### src/rtl/cla_pkg.sv
package cla_pkg;
   localparam int unsigned CLA_DEF_WIDTH = 16;
   localparam int unsigned CLA_DEF_GROUP = 4;

   function automatic bit cla_shape_ok(input int unsigned width, input int unsigned group);
      return (group >= 2) && (width >= group) && ((width % group) == 0);
   endfunction
endpackage

### src/rtl/cla_unit.sv
module cla_unit #(
   parameter int unsigned N = 4
) (
   input  logic [N-1:0] gen_i,
   input  logic [N-1:0] prop_i,
   input  logic         cin_i,
   output logic [N-1:0] carry_o,
   output logic         grp_gen_o,
   output logic         grp_prop_o
);
   // carry_o[k] is the carry into position k; carry_o[0] is the incoming carry.
   always_comb begin
      carry_o[0] = cin_i;
      for (int k = 1; k < N; k++) begin
         logic acc;
         logic run;
         acc = 1'b0;
         for (int j = 0; j < k; j++) begin
            logic term;
            term = gen_i[j];
            for (int m = 0; m < N; m++) begin
               if (m > j && m < k) term = term & prop_i[m];
            end
            acc = acc | term;
         end
         run = cin_i;
         for (int m = 0; m < k; m++) run = run & prop_i[m];
         carry_o[k] = acc | run;
      end
   end

   always_comb begin
      grp_gen_o = 1'b0;
      for (int j = 0; j < N; j++) begin
         logic term;
         term = gen_i[j];
         for (int m = 0; m < N; m++) begin
            if (m > j) term = term & prop_i[m];
         end
         grp_gen_o = grp_gen_o | term;
      end
      grp_prop_o = &prop_i;
   end
endmodule

### src/rtl/cla_group.sv
module cla_group #(
   parameter int unsigned GROUP = 4
) (
   input  logic [GROUP-1:0] a_i,
   input  logic [GROUP-1:0] b_i,
   input  logic             cin_i,
   output logic [GROUP-1:0] sum_o,
   output logic             gg_o,
   output logic             gp_o
);
   logic [GROUP-1:0] bit_gen;
   logic [GROUP-1:0] bit_prop;
   logic [GROUP-1:0] bit_carry;

   assign bit_gen  = a_i & b_i;
   assign bit_prop = a_i ^ b_i;

   cla_unit #(.N(GROUP)) look_i (
      .gen_i      (bit_gen),
      .prop_i     (bit_prop),
      .cin_i      (cin_i),
      .carry_o    (bit_carry),
      .grp_gen_o  (gg_o),
      .grp_prop_o (gp_o)
   );

   assign sum_o = bit_prop ^ bit_carry;
endmodule

### src/rtl/cla_two_level_adder.sv
module cla_two_level_adder #(
   parameter int unsigned WIDTH = cla_pkg::CLA_DEF_WIDTH,
   parameter int unsigned GROUP = cla_pkg::CLA_DEF_GROUP
) (
   input  logic [WIDTH-1:0] op_a,
   input  logic [WIDTH-1:0] op_b,
   input  logic             carry_in,
   output logic [WIDTH-1:0] sum,
   output logic             carry_out,
   output logic             blk_gen,
   output logic             blk_prop
);
   localparam int unsigned NG = WIDTH / GROUP;

   if (!cla_pkg::cla_shape_ok(WIDTH, GROUP)) begin : g_bad_shape
      $error("cla_two_level_adder: WIDTH must be a multiple of GROUP, GROUP >= 2");
   end

   logic [NG-1:0] slice_gen;
   logic [NG-1:0] slice_prop;
   logic [NG-1:0] slice_cin;

   for (genvar g = 0; g < NG; g++) begin : g_slice
      cla_group #(.GROUP(GROUP)) grp_i (
         .a_i   (op_a[g*GROUP +: GROUP]),
         .b_i   (op_b[g*GROUP +: GROUP]),
         .cin_i (slice_cin[g]),
         .sum_o (sum[g*GROUP +: GROUP]),
         .gg_o  (slice_gen[g]),
         .gp_o  (slice_prop[g])
      );
   end

   cla_unit #(.N(NG)) top_look_i (
      .gen_i      (slice_gen),
      .prop_i     (slice_prop),
      .cin_i      (carry_in),
      .carry_o    (slice_cin),
      .grp_gen_o  (blk_gen),
      .grp_prop_o (blk_prop)
   );

   assign carry_out = blk_gen | (blk_prop & carry_in);
endmodule

### config.mk
export PLATFORM = sky130hd
export DESIGN_NAME = cla_two_level_adder
export DESIGN_NICKNAME = d
export VERILOG_FILES = /design/src/rtl/cla_pkg.sv /design/src/rtl/cla_unit.sv /design/src/rtl/cla_group.sv /design/src/rtl/cla_two_level_adder.sv
export SDC_FILE = /design/constraint.sdc
export NUM_CORES = 1
export LEC_CHECK = 0
export ABC_AREA = 1
export BUFFER_PORTS_ARGS = -buffer_cell sky130_fd_sc_hd__buf_2
export CORE_ASPECT_RATIO = 0.9
export CORE_MARGIN = 4
export CORE_UTILIZATION = 40
export DETAILED_ROUTE_END_ITERATION = 10
export PLACE_DENSITY = 0.7
export SLEW_MARGIN = 0
export SYNTH_ARGS = -nofsm -noshare
export SYNTH_HDL_FRONTEND = slang
export SYNTH_HIERARCHICAL = 1
export SYNTH_SLANG_ARGS = --single-unit
### constraint.sdc
create_clock -name vclk -period 3.65
set_clock_uncertainty 0.05 [all_clocks]
set_input_delay 0.73 -clock vclk [all_inputs]
set_output_delay 0.73 -clock vclk [all_outputs]
set_load 0.01 [all_outputs]
==> impl_metrics.env <==
export IMPL_outcome="finished clean"
export IMPL_setup_viol=0
export IMPL_yosys_area_top_type="nand2_1"
export IMPL_ys_seq_area_frac=0
export IMPL_multi_input_area_sq_um=732
export IMPL_viasPerCell=4.78
export IMPL_worstMarginPinSlew_ns=0.292
export IMPL_vias=1201
export IMPL_syn_to_final_growth_pct=28.4
export IMPL_max_freq_mhz=315
export IMPL_clkbuf_count=0
export IMPL_synthCells=179
export IMPL_hold_depth=4
export IMPL_finalWirelength_microns=2300
export IMPL_maxCapViolations=0
export IMPL_crit_path_start_kind="input port"
export IMPL_place_area_sq_um=1150
export IMPL_die_area_sq_um=3050
export IMPL_period_share=0.870
export IMPL_finalHoldViolCount=0
export IMPL_design_seq_count=0
export IMPL_ios=52
export IMPL_drc_errors=0
export IMPL_coreArea_sq_um=2010
export IMPL_layout_drive_gt1_share=0.230
export IMPL_yosys_warnings=6
export IMPL_worstSetupEndpointType="output port"
export IMPL_nFillCells=229
export IMPL_hold_class="in2out"
export IMPL_rows=15
export IMPL_power_density_nw_per_um2=181
export IMPL_port_buffers=52
export IMPL_antenna_found_initial=0
export IMPL_crit_type="in2out"
export IMPL_grt_usage=0.156
export IMPL_diodes=0
export IMPL_final_util=0.571
export IMPL_drtAntennaViolNets=0
export IMPL_crit_required_ns=2.87
export IMPL_wl_per_cell_microns=9.14
export IMPL_final_max_slew_viol_count=0
export IMPL_gr_total_overflow=0
export IMPL_synth_nets=228
export IMPL_netlist_area_sq_um=893
export IMPL_fin_area_sq_um=1150
export IMPL_post_cts_setup_buffers=0
export IMPL_relSlewSlack=0.805
export IMPL_cp_max_fo=6
export IMPL_fin_crit_ns=3.17
export IMPL_grt_pass1_wl_microns=4070
export IMPL_grt_pass1_vias=1063
export IMPL_yosysTopAreaCellShare=0.336
export IMPL_die_y_microns=52.8
export IMPL_die_w_microns=57.8
export IMPL_dr_pass1_iters=4
export IMPL_grt_max_degree=10
export IMPL_tns_ns=0
export IMPL_rsz0062_at_grt="no"
export IMPL_hpwl_microns=2060
export IMPL_cts_resized=0
export IMPL_gp_congestion=0.803
export IMPL_drt_first_iter_violations=16
export IMPL_final_nets=277
export IMPL_synth_top_cells_by_area="nand2_1, ha_1, inv_1"
export IMPL_synth_avg_cell_area_sq_um=4.99
export IMPL_worstPathArrival_ns=2.39
export IMPL_ir_drop_mv=0.0931
export IMPL_cts_hold_fix_buffers=0
export IMPL_p_leak_nw=0.825
export IMPL_start_util=0.445
export IMPL_yosys_cell_types_count=10
export IMPL_regArea_sq_um=0
==> through the flow <==
step           std cells  power, mW  setup slack, ns  hold WS, ns
3_3_place_gp         251      0.204            0.540         1.79
2_1_floorplan        179      0.146            0.877         1.52
6_report             251      0.208            0.476         1.80
4_1_cts              251      0.210            0.477         1.80
3_5_place_dp         251      0.210            0.477         1.80
5_1_grt              251      0.241            0.241         1.84
==> final timing paths <==
kind | slack (ns) | to | from
hold / removal | 1.80 | sum[0] | carry_in
setup / recovery | 0.48 | sum[15] | op_a[6]
==> where the power goes <==
group	switching [mW]	internal, mW	leakage (nW)
sequential	0	0	0
clock	0	0	0
combinational	0.121	0.0870	0.825
==> Yosys cell counts <==
cell,number
a21o_1,5
a21oi_1,10
buf_4,5
ha_1,16
inv_1,33
nand2_1,80
nand3_1,10
nand4_1,5
nor2_1,10
o21ai_1,5
==> final cells by class <==
class,count,share of cell area
inverters,33,0.108
repair buffers,52,0.227
well taps,25,0.0273
multi-input cells,141,0.638
==> placed cells by master (no fill, tap or decap), drive strengths merged <==
master	count
nand4	5
buf	52
nand3	10
a21o	5
a21oi	10
inv	33
ha	16
o21ai	5
nand2	80
nor2	10
==> cells by family (layout without fill, tap and decap cells) <==
group / Yosys count / count (layout) / synth area share
simple gates: 105 / 105 / 0.469
fa+ha+maj: 16 / 16 / 0.224
compound gates: 20 / 20 / 0.126
buf+inv: 38 / 85 / 0.181
==> critical path, stage by stage <==
cell and delay [ns]:
buf_2 0.10, ha_1 0.38, nand2_1 0.09, nor2_1 0.27, nand3_1 0.11, nand2_1 0.07, nor2_1 0.04, nand2_1 0.13
nand4_1 0.11, nand2_1 0.10, inv_1 0.04, nand2_1 0.05, nand2_1 0.05, buf_2 0.13
==> metal layers <==
metal  vias to the layer above  global-route usage  wire length, microns
met5                         -                   0                     0
met3                         0              0.0123                   151
met1                       512               0.191                   976
met4                         0                   0                     0
li1                        658                   -                     -
met2                        31               0.308                  1170
(Power assumes the default switching activity.)
